**config.mk**
```make
export PLATFORM = sky130hd
export DESIGN_NAME = dma_addr_gen
export DESIGN_NICKNAME = d
export VERILOG_FILES = /design/src/rtl/dma_ag_pkg.sv /design/src/rtl/dma_ag_ctrl.sv /design/src/rtl/dma_ag_ptr.sv /design/src/rtl/dma_ag_seq.sv /design/src/rtl/dma_addr_gen.sv
export SDC_FILE = /design/constraint.sdc
export NUM_CORES = 1
export LEC_CHECK = 0
export BUFFER_PORTS_ARGS = -buffer_cell sky130_fd_sc_hd__buf_2
export CELL_PAD_IN_SITES_DETAIL_PLACEMENT = 0
export CELL_PAD_IN_SITES_GLOBAL_PLACEMENT = 1
export CORE_ASPECT_RATIO = 1.1
export CORE_MARGIN = 1
export CORE_UTILIZATION = 42
export DETAILED_ROUTE_END_ITERATION = 10
export GPL_TIMING_DRIVEN = 0
export MAX_ROUTING_LAYER = met4
export PLACE_DENSITY_LB_ADDON = 0.08
export SLEW_MARGIN = 20
export SYNTH_ARGS = -nofsm -noshare
export SYNTH_HDL_FRONTEND = slang
export SYNTH_SLANG_ARGS = --single-unit
```
**constraint.sdc**
```tcl
create_clock -name clk -period 8.2 [get_ports clk]
set_input_delay 1.64 -clock clk [delete_from_list [all_inputs] [get_ports clk]]
set_output_delay 1.64 -clock clk [all_outputs]
set_load 0.02 [all_outputs]
```
**src/rtl/dma_ag_pkg.sv**
```systemverilog
// Package: shared types and control-word field positions for the DMA
// address generator. Field positions are fixed because software encodes them.
package dma_ag_pkg;
    typedef enum logic [1:0] {
        STEP_UP   = 2'd0,
        STEP_DOWN = 2'd1,
        STEP_HOLD = 2'd2,
        STEP_ALT  = 2'd3
    } step_e;

    localparam int CTRL_W       = 32;
    localparam int DST_CODE_LSB = 21;
    localparam int SRC_CODE_LSB = 23;
    localparam int WIDE_BIT     = 26;
endpackage

```
**src/rtl/dma_ag_ctrl.sv**
```systemverilog
// Module: dma_ag_ctrl
// Holds the decoded control word (two step codes, unit size) and the sticky
// illegal-source-code flag. Assumes ctrl_ok/start_ok are already gated by idle.
module dma_ag_ctrl
    import dma_ag_pkg::*;
(
    input  logic              clk,
    input  logic              rst_n,
    input  logic              ctrl_ok,
    input  logic [CTRL_W-1:0] ctrl_wdata,
    input  logic              start_ok,
    output step_e             dst_code,
    output step_e             src_code,
    output logic              wide,
    output logic              bad_flag
);
    logic unused_ctrl_bits;
    assign unused_ctrl_bits = ^{ctrl_wdata[CTRL_W-1:WIDE_BIT+1],
                                ctrl_wdata[WIDE_BIT-1:SRC_CODE_LSB+2],
                                ctrl_wdata[DST_CODE_LSB-1:0]};

    // Capture the control fields on an accepted control write.
    always_ff @(posedge clk) begin
        if (!rst_n) begin
            dst_code <= STEP_UP;
            src_code <= STEP_UP;
            wide     <= 1'b0;
        end else if (ctrl_ok) begin
            dst_code <= step_e'(ctrl_wdata[DST_CODE_LSB +: 2]);
            src_code <= step_e'(ctrl_wdata[SRC_CODE_LSB +: 2]);
            wide     <= ctrl_wdata[WIDE_BIT];
        end
    end

    // Sticky flag: set when a launch uses the illegal source code.
    always_ff @(posedge clk) begin
        if (!rst_n)
            bad_flag <= 1'b0;
        else if (ctrl_ok)
            bad_flag <= 1'b0;
        else if (start_ok && src_code == STEP_ALT)
            bad_flag <= 1'b1;
    end

    AST_BAD_CLEARED: assert property (@(posedge clk) disable iff (!rst_n)
        ctrl_ok |=> !bad_flag);
    AST_BAD_STICKY: assert property (@(posedge clk) disable iff (!rst_n)
        (bad_flag && !ctrl_ok) |=> bad_flag);
endmodule

```
**src/rtl/dma_ag_ptr.sv**
```systemverilog
// Module: dma_ag_ptr
// One address counter. It loads on a control write, optionally reloads on a
// launch when its code is STEP_ALT, and steps by +/-unit or 0 per issued pair.
// Assumes load and advance never coincide (load only while idle).
module dma_ag_ptr
    import dma_ag_pkg::*;
#(
    parameter int AW            = 32,
    parameter bit RELOAD_ON_ALT = 1'b0
) (
    input  logic          clk,
    input  logic          rst_n,
    input  logic          load,
    input  logic          launch,
    input  logic          advance,
    input  step_e         code,
    input  logic          wide,
    input  logic [AW-1:0] start_val,
    output logic [AW-1:0] addr_o
);
    logic [AW-1:0] cur;
    logic [AW-1:0] unit_b;
    logic [AW-1:0] delta;
    logic [AW-1:0] align_mask;

    // Unit size in bytes and the matching alignment mask.
    always_comb begin
        unit_b     = wide ? AW'(4) : AW'(2);
        align_mask = wide ? ~AW'(3) : ~AW'(1);
    end

    // Signed step for the selected code (two's complement for down).
    always_comb begin
        case (code)
            STEP_UP:   delta = unit_b;
            STEP_DOWN: delta = AW'(0) - unit_b;
            STEP_HOLD: delta = '0;
            default:   delta = unit_b;
        endcase
    end

    // Counter update: load, optional reload at launch, then stepping.
    always_ff @(posedge clk) begin
        if (!rst_n)
            cur <= '0;
        else if (load)
            cur <= start_val;
        else if (RELOAD_ON_ALT && launch && code == STEP_ALT)
            cur <= start_val;
        else if (advance)
            cur <= cur + delta;
    end

    assign addr_o = cur & align_mask;

    AST_HOLD_STABLE: assert property (@(posedge clk) disable iff (!rst_n)
        (advance && code == STEP_HOLD) |=> $stable(cur));
    AST_DOWN_STEP: assert property (@(posedge clk) disable iff (!rst_n)
        (advance && code == STEP_DOWN) |=> cur == $past(cur) - $past(unit_b));
    AST_LOAD_VALUE: assert property (@(posedge clk) disable iff (!rst_n)
        load |=> cur == $past(start_val));
endmodule

```
**src/rtl/dma_ag_seq.sv**
```systemverilog
// Module: dma_ag_seq
// Unit counter and busy/done sequencing. One pair per busy cycle while units
// remain; done in the busy cycle that finds zero left, then idle.
module dma_ag_seq #(
    parameter int CW = 16
) (
    input  logic          clk,
    input  logic          rst_n,
    input  logic          start_ok,
    input  logic [CW-1:0] count_in,
    output logic          busy,
    output logic          valid,
    output logic          done
);
    logic [CW-1:0] remain;

    // Load the count at launch, count down per pair, drop busy after done.
    always_ff @(posedge clk) begin
        if (!rst_n) begin
            busy   <= 1'b0;
            remain <= '0;
        end else if (start_ok) begin
            busy   <= 1'b1;
            remain <= count_in;
        end else if (busy) begin
            if (remain == '0)
                busy <= 1'b0;
            else
                remain <= remain - 1'b1;
        end
    end

    assign valid = busy && (remain != '0);
    assign done  = busy && (remain == '0);

    AST_DONE_PULSE: assert property (@(posedge clk) disable iff (!rst_n)
        done |=> !done);
    AST_DONE_IDLE: assert property (@(posedge clk) disable iff (!rst_n)
        done |=> !busy);
    AST_BUSY_HELD: assert property (@(posedge clk) disable iff (!rst_n)
        (busy && !done) |=> busy);
    AST_ZERO_DONE: assert property (@(posedge clk) disable iff (!rst_n)
        (start_ok && count_in == '0) |=> done);
endmodule

```
**src/rtl/dma_addr_gen.sv**
```systemverilog
// Module: dma_addr_gen (top)
// DMA channel address generator: gates strobes by idle state, then ties the
// control decode, the two address counters and the sequencer together.
// Assumes start addresses are held stable while a control write or start occurs.
module dma_addr_gen
    import dma_ag_pkg::*;
#(
    parameter int AW = 32,
    parameter int CW = 16
) (
    input  logic              clk,
    input  logic              rst_n,
    input  logic              ctrl_wr,
    input  logic [CTRL_W-1:0] ctrl_wdata,
    input  logic [AW-1:0]     src_start,
    input  logic [AW-1:0]     dst_start,
    input  logic [CW-1:0]     unit_count,
    input  logic              start,
    output logic [AW-1:0]     rd_addr,
    output logic [AW-1:0]     wr_addr,
    output logic              xfer_valid,
    output logic              xfer_wide,
    output logic              done,
    output logic              busy,
    output logic              bad_src_mode
);
    logic  ctrl_ok;
    logic  start_ok;
    step_e dst_code;
    step_e src_code;
    logic  wide;

    // Strobe gating: nothing is accepted mid-transfer; control write wins.
    always_comb begin
        ctrl_ok  = ctrl_wr && !busy;
        start_ok = start && !busy && !ctrl_wr;
    end

    dma_ag_ctrl u_ctrl (
        .clk        (clk),
        .rst_n      (rst_n),
        .ctrl_ok    (ctrl_ok),
        .ctrl_wdata (ctrl_wdata),
        .start_ok   (start_ok),
        .dst_code   (dst_code),
        .src_code   (src_code),
        .wide       (wide),
        .bad_flag   (bad_src_mode)
    );

    dma_ag_ptr #(.AW(AW), .RELOAD_ON_ALT(1'b0)) u_src (
        .clk       (clk),
        .rst_n     (rst_n),
        .load      (ctrl_ok),
        .launch    (start_ok),
        .advance   (xfer_valid),
        .code      (src_code),
        .wide      (wide),
        .start_val (src_start),
        .addr_o    (rd_addr)
    );

    dma_ag_ptr #(.AW(AW), .RELOAD_ON_ALT(1'b1)) u_dst (
        .clk       (clk),
        .rst_n     (rst_n),
        .load      (ctrl_ok),
        .launch    (start_ok),
        .advance   (xfer_valid),
        .code      (dst_code),
        .wide      (wide),
        .start_val (dst_start),
        .addr_o    (wr_addr)
    );

    dma_ag_seq #(.CW(CW)) u_seq (
        .clk      (clk),
        .rst_n    (rst_n),
        .start_ok (start_ok),
        .count_in (unit_count),
        .busy     (busy),
        .valid    (xfer_valid),
        .done     (done)
    );

    assign xfer_wide = wide;

    AST_WIDE_STABLE: assert property (@(posedge clk) disable iff (!rst_n)
        (busy && !done) |=> $stable(xfer_wide));
    AST_ALIGNED: assert property (@(posedge clk) disable iff (!rst_n)
        xfer_valid |-> (rd_addr[0] == 1'b0 && wr_addr[0] == 1'b0));
endmodule

```
==> results.tsv, run 1 <==
stage	metric	value	unit
routing	vias	8452	
setup_path	worst r2r src	u_ctrl.dst_code[0]	
logic_synthesis	Cell Area, Synth	7710	sq um
pwr	Pwr Density	166	nW/um^2
final_layout	Fillers	1895	
clock_tree	Hold Buf Count CTS	0	
logic_synthesis	Mean Syn Cell Area	7.14	sq um
pwr	VDD IR max	0.105	mV
logic_synthesis	Synth top cells by count	nand2_1, nor2_1, dfxtp_1, a21oi_1, buf_4	
floorplanning	Die Height	144	um
setup_path	Max stage delay on crit path	0.59	ns
routing	Routed Antenna Nets	0	
logic_synthesis	Post-synth ARST share	0	%
final_layout	area grow syn2layout	17.4	%
setup_path	Worst Setup Start Kind	register	
pwr	Power, Total	1.50	mW
setup_path	Max Fanout on Critical Path	10	
setup_path	worst reg2reg setup slack	3.36	ns
grt	pin count of the biggest net entering global routing	30	
logic_synthesis	leading area contributor after synthesis	dfxtp_1	
logic_synthesis	top-count cell post-synth	nand2_1	
floorplanning	Initial Utilization	43.3	%
sta	crit path time final	4.94	ns
routing	WL per Instance	18.8	um
clock_tree	TritonCTS Sinks	85	
logic_synthesis	sequential element share of the synthesized area	22.1	%
sta	Tightest Pin Transition	0.873	ns
placed_design	placed instance area	8770	sq um
setup_path	crit end category	primary output	
setup_path	Worst path slowest cell	or4_1	
setup_path	Arrival @ worst endpoint	3.30	ns
logic_synthesis	synthesized flop and latch total	85	
clock_tree	H-tree depth	3	
sta	endpoints failing setup	0	
setup_path	CP startpoint	u_seq.remain[10]	
worst_hold_path	hold path start	u_ctrl.src_code[1]	
logic_synthesis	top-area cell type share of the netlist area	22.1	%
worst_hold_path	Hold Path Class	register to register	
logic_synthesis	Yosys Warn Count	0	
sta	RSZ-0062 raised after global routing	no	
sta	Final Hold Vio Count	0	
grt	Overall Global Routing Usage	30.4	%
sta	Clock Skews	0.00649	ns
sta	slew margin rel.	41.8	%
final_layout	final instance area	9050	sq um
clock_tree	CTS Buf Count	9	
routing	initial DRC count	583	
grt	first-pass GRT wire length	42.9	mm
logic_synthesis	EDFF count, synth	0	
worst_hold_path	Hold Path Stages	2	
routing	Post-Route WL	28.0	mm
floorplanning	row count	51	
routing	Pre-antenna DRT Iters	5	
clock_tree	clock-pin transition on the worst setup and hold timing paths	0.07	ns
logic_synthesis	Post-Syn Instances	1080	
status	status	completed	
setup_path	FF-to-FF path depth	17	
sta	Max Slew Vio Count	0	
clock_tree	post-CTS setup buffer count	0	
logic_synthesis	ranking of synthesized cells by area	dfxtp_1, nand2_1, ha_1	
clock_tree	maximum clock insertion buffer count	2	
final_layout	count of nets after finishing	1401	
clock_tree	CTS tree	built	
placed_design	post-DP HPWL	20.9	mm
placed_design	Place WS	3.46	ns
placed_design	Final GP Congestion	0.916	
grt	GR Overflow Total	0	
clock_tree	Clock Tree Root	clkbuf_16	
placed_design	IO Port Bufs	152	
grt	initial antenna violation count	1	
setup_path	crit-path cells	or4_1 -> or2_1 -> nor3_1 -> nand2b_1 -> inv_2 -> clkbuf_1 -> buf_1 -> buf_2	
clock_tree	clk_lat worst skew	0.36	ns
routing	DRC errors left	0	
logic_synthesis	number of unique standard cell types used by synthesis	82	
logic_synthesis	Post-synth top flop	dfxtp_1	
setup_path	cell family contributing the most delay on the critical path	simple AND/OR/NAND/NOR gates	
floorplanning	die area	18900	sq um
final_layout	share of layout cells above drive strength 1	21.6	%
pwr	leakage	4.01	nW
sta	setup ws final	3.26	ns
setup_path	Buf/Inv on CP	4	
floorplanning	Core Region	17800	sq um
grt	vias in the first global route	7774	
setup_path	critical path type	register to primary output	
floorplanning	width of the die	131	um
sta	Max Clk Rate	202	MHz
floorplanning	num ports	185	
setup_path	terminus of the critical flop-to-flop path	u_dst.cur[24]	
sta	fin crit share	60.3	%
setup_path	CP required	6.56	ns
sta	setup_tns	0	ns
flow_run	Max Cap Violations	0	
clock_tree	cts repair resizes	0	
routing	Via density	5.68	
worst_hold_path	hold worst-path end	u_ctrl.src_code[1]	
## layout make-up
class	count	area [sq um]	share of cell area (%)
sequential	85	1700	18.8
tap	238	298	3.29
timing repair buffer	152	761	8.41
multi-input combinational	831	5130	56.7
antenna	1	2.50	0.0277
clock inverter	5	35.0	0.387
clock buffer	10	239	2.64
buffer	142	795	8.78
inverter	23	86.3	0.954
## per-stage QoR
stage               utilization (%)  hold WS (ns)  std cells
global route                   50.8         0.527       1487
CTS                            50.8         0.483       1486
detailed placement             49.3         0.474       1471
floorplan                         -         0.453       1081
finish                         50.8         0.487       1487
global placement               49.3         0.467       1471
## report_power, final
group | total, mW | switching, mW | internal (mW) | leakage, nW
Clock | 0.410 | 0.196 | 0.213 | 0.135
Sequential | 0.500 | 0.0432 | 0.457 | 0.703
Combinational | 0.591 | 0.360 | 0.230 | 3.17
## how the worst max path moves through the flow
stage / cells after the start / slack (ns) / to
finish: 8 / 3.26 / xfer_valid
global route: 17 / 3.02 / u_dst.cur[24]
CTS: 8 / 3.29 / xfer_valid
detailed placement: 17 / 3.46 / u_dst.cur[24]
global placement: 12 / 3.38 / u_src.cur[31]
floorplan: 12 / 4.49 / u_src.cur[31]
## cell usage in the layout (no fill, tap or decap), drive strengths merged, types with 4 or more instances in the layout
cell type	count
o211ai	9
clkbuf	64
and2	6
o21a	8
a21oi	74
nand2b	5
nor4b	4
a21o	24
or3	27
a31oi	15
o31ai	7
nand3	20
o21ai	78
xor2	10
ha	39
dfxtp	85
xnor2	47
nand4	5
nor3	25
inv	24
and4	4
nor2b	8
nor2	121
a221oi	7
a311oi	37
a22oi	6
and3	11
o221ai	6
nor4	5
nand2	140
buf	240
o22ai	5
a211oi	9
o21bai	5
mux2i	5
## worst min-delay path, stage by stage (launching register included)
cell     delay, ns
dfxtp_1       0.33
nand2_1       0.06
a21oi_1       0.06
## flip-flops by register name (all words and copies together), names as in the netlist
name / cells
u_ctrl.bad_flag: 1
u_ctrl.dst_code: 2
u_ctrl.src_code: 2
u_ctrl.wide: 1
u_dst.cur: 31
u_seq.busy: 1
u_seq.remain: 16
u_src.cur: 31
## routing by layer
metal	wire length, um	track usage [%]	vias up
met5	0	-	-
met4	1180	16.8	0
met3	1400	3.19	69
met2	13600	51.9	307
met1	11800	35.2	3913
li1	-	-	4163
## cell families (layout without fill, tap and decap cells)
group           Yosys count  count (layout)  synth area share [%]
mux                       8               8                  1.14
compound gates          329             329                  28.5
xor+xnor                 57              57                  6.48
simple gates            394             394                  23.5
buf+inv                 165             332                  11.4
flops                    85              85                  22.1
other cells               1               3                0.0487
fa+ha+maj                41              41                  6.85
(Power assumes the default switching activity.)
==> run 2, diff against run 1 <==
--- a/config.mk
+++ b/config.mk
@@ -10,7 +10,7 @@
 export CELL_PAD_IN_SITES_GLOBAL_PLACEMENT = 1
 export CORE_ASPECT_RATIO = 1.1
 export CORE_MARGIN = 1
-export CORE_UTILIZATION = 42
+export CORE_UTILIZATION = 39
 export DETAILED_ROUTE_END_ITERATION = 10
 export GPL_TIMING_DRIVEN = 0
 export MAX_ROUTING_LAYER = met4
==> constraint.sdc (replaced) <==
create_clock -name clk -period 4.6 [get_ports clk]
set_input_delay 0.92 -clock clk [delete_from_list [all_inputs] [get_ports clk]]
set_output_delay 0.92 -clock clk [all_outputs]
set_load 0.02 [all_outputs]
==> results.tsv, run 2 (same netlist as run 1, synthesis figures left out) <==
stage	metric	value	unit	change
placed_design	post-DP HPWL	21.4	mm	+2.4%
clock_tree	CTS tree	built		
clock_tree	clk_lat worst skew	0.36	ns	about the same
routing	WL per Instance	19.2	um	+2.0%
final_layout	leading cell type in the layout, fill and taps excluded	buf_2		
sta	Clock Skews	0.00869	ns	+0.00220 ns
routing	DRC errors left	0		unchanged
clock_tree	Clock Tree Root	clkbuf_16		
floorplanning	width of the die	136	um	+3.7%
floorplanning	Initial Utilization	40.1	%	-3.2 points
routing	initial DRC count	593		+1.7%
grt	initial antenna violation count	2		+1
setup_path	critical path type	register to register		
routing	Via density	5.63		-1.0%
grt	pin count of the biggest net entering global routing	30		unchanged
status	status	completed		
floorplanning	Die Height	149	um	+3.7%
grt	first-pass GRT wire length	44.2	mm	+3.0%
final_layout	Largest regs	u_dst.cur: 31 flops, u_src.cur: 31 flops, u_seq.remain: 16 flops		
sta	Max Clk Rate	228	MHz	
final_layout	most frequent cells in the layout	buf_2, nand2_1, nor2_1		
floorplanning	die area	20300	sq um	+7.6%
sta	Tightest Pin Transition	0.973	ns	+0.0997 ns
flow_run	Max Cap Violations	0		unchanged
setup_path	crit end category	register		
setup_path	Worst Setup Start Kind	register		
grt	vias in the first global route	8006		+3.0%
final_layout	final cell utilization of the core	47.3	%	-3.5 points
worst_hold_path	Hold Path Class	register to register		
routing	Post-Route WL	28.7	mm	+2.7%
floorplanning	Core Region	19200	sq um	+8.0%
clock_tree	post-CTS setup buffer count	0		unchanged
routing	Routed Antenna Nets	0		unchanged
floorplanning	num ports	185		unchanged
pwr	VDD IR max	0.203	mV	+93%
final_layout	area grow syn2layout	18.1	%	
sta	slew margin rel.	35.1	%	-6.6 points
routing	Pre-antenna DRT Iters	5		unchanged
setup_path	Arrival @ worst endpoint	4.67	ns	+1.37 ns
sta	Max Slew Vio Count	0		unchanged
final_layout	share of layout cells above drive strength 1	21.9	%	+0.30 points
clock_tree	H-tree depth	3		unchanged
clock_tree	CTS Buf Count	9		unchanged
pwr	leakage	4.03	nW	+0.55%
sta	RSZ-0062 raised after global routing	no		
setup_path	Max Fanout on Critical Path	3		-7
placed_design	Final GP Congestion	0.938		+2.5%
grt	Overall Global Routing Usage	29.4	%	-0.92 points
sta	setup_tns	0	ns	unchanged
sta	crit path time final	4.39	ns	
setup_path	CP required	4.88	ns	-1.68 ns
placed_design	IO Port Bufs	152		unchanged
routing	vias	8428		-0.28%
clock_tree	clock-pin transition on the worst setup and hold timing paths	0.07	ns	about the same
sta	endpoints failing setup	0		unchanged
sta	fin crit share	95.5	%	
final_layout	count of nets after finishing	1401		unchanged
floorplanning	row count	53		+3.9%
clock_tree	maximum clock insertion buffer count	2		unchanged
pwr	Pwr Density	300	nW/um^2	+81%
grt	GR Overflow Total	0		unchanged
sta	Final Hold Vio Count	0		unchanged
clock_tree	TritonCTS Sinks	85		unchanged
## run 2: repair_timing
action / CTS / global route
gates cloned: 0 / 0
setup endpoints to repair: 9 / 6
gates resized for setup: 2 / 7
hold buffers: 0 / 0
endpoints found under the hold margin: 0 / 0
## run 2: report_power, final
group / switching [mW] / internal, mW
clock: 0.357 / 0.425
combinational: 0.647 / 0.412
sequential: 0.0775 / 0.814
total: 1.08 / 1.65
## run 2: worst paths after layout
check / startpoint / to / slack (ns) / cells past startpoint
worst max-delay path: u_ctrl.src_code[1] / u_src.cur[31] / 0.21 / 14
worst min-delay path: u_ctrl.src_code[1] / u_ctrl.src_code[1] / 0.49 / 2
worst max register to register: u_ctrl.src_code[1] / u_src.cur[31] / 0.21 / 14
worst min register to register: u_ctrl.src_code[1] / u_ctrl.src_code[1] / 0.49 / 2
## run 2: worst max-delay path, cell delays in order (launching register included)
cell and delay (ns):
dfxtp_1 0.36, inv_1 0.09, ha_1 0.30, mux2_2 0.37, fa_1 0.43, a21o_1 0.21
a221oi_1 0.43, o21ai_1 0.22, a31oi_1 0.40, o22ai_1 0.26, a221oi_2 0.43, o21ai_1 0.16
xnor2_1 0.15, or3_1 0.33, a31oi_1 0.15
## run 2: area by class of cell
type                       count  area [sq um]
timing repair buffer         152           761
sequential                    85          1700
tap                          247           309
inverter                      23          86.3
antenna                        2          5.00
fill                        2080         10100
multi-input combinational    831          5150
clock inverter                 5          60.1
clock buffer                  11           233
buffer                       142           800
## run 2: routing by layer
metal	GRT usage (%)	part of all wire (%)	vias to the layer above
met5	-	0	-
met4	8.50	1.8	0
met3	3.18	4.7	37
met2	51.9	50	272
met1	35.0	44	3965
li1	-	-	4154
## run 2: metrics by stage
| stage | std cells | power (mW) | setup slack (ns) | instance area, sq um | hold WS [ns] |
|---|---|---|---|---|---|
| after floorplan | 1081 | 1.63 | 0.890 | 7710 | 0.453 |
| after global placement | 1480 | 1.96 | -0.409 | 8780 | 0.463 |
| after detailed placement | 1480 | 1.95 | -0.269 | 8780 | 0.471 |
| after CTS | 1496 | 2.73 | 0.105 | 9080 | 0.489 |
| after global routing | 1498 | 2.88 | 0.00574 | 9100 | 0.504 |
| final | 1498 | 2.73 | 0.208 | 9100 | 0.488 |
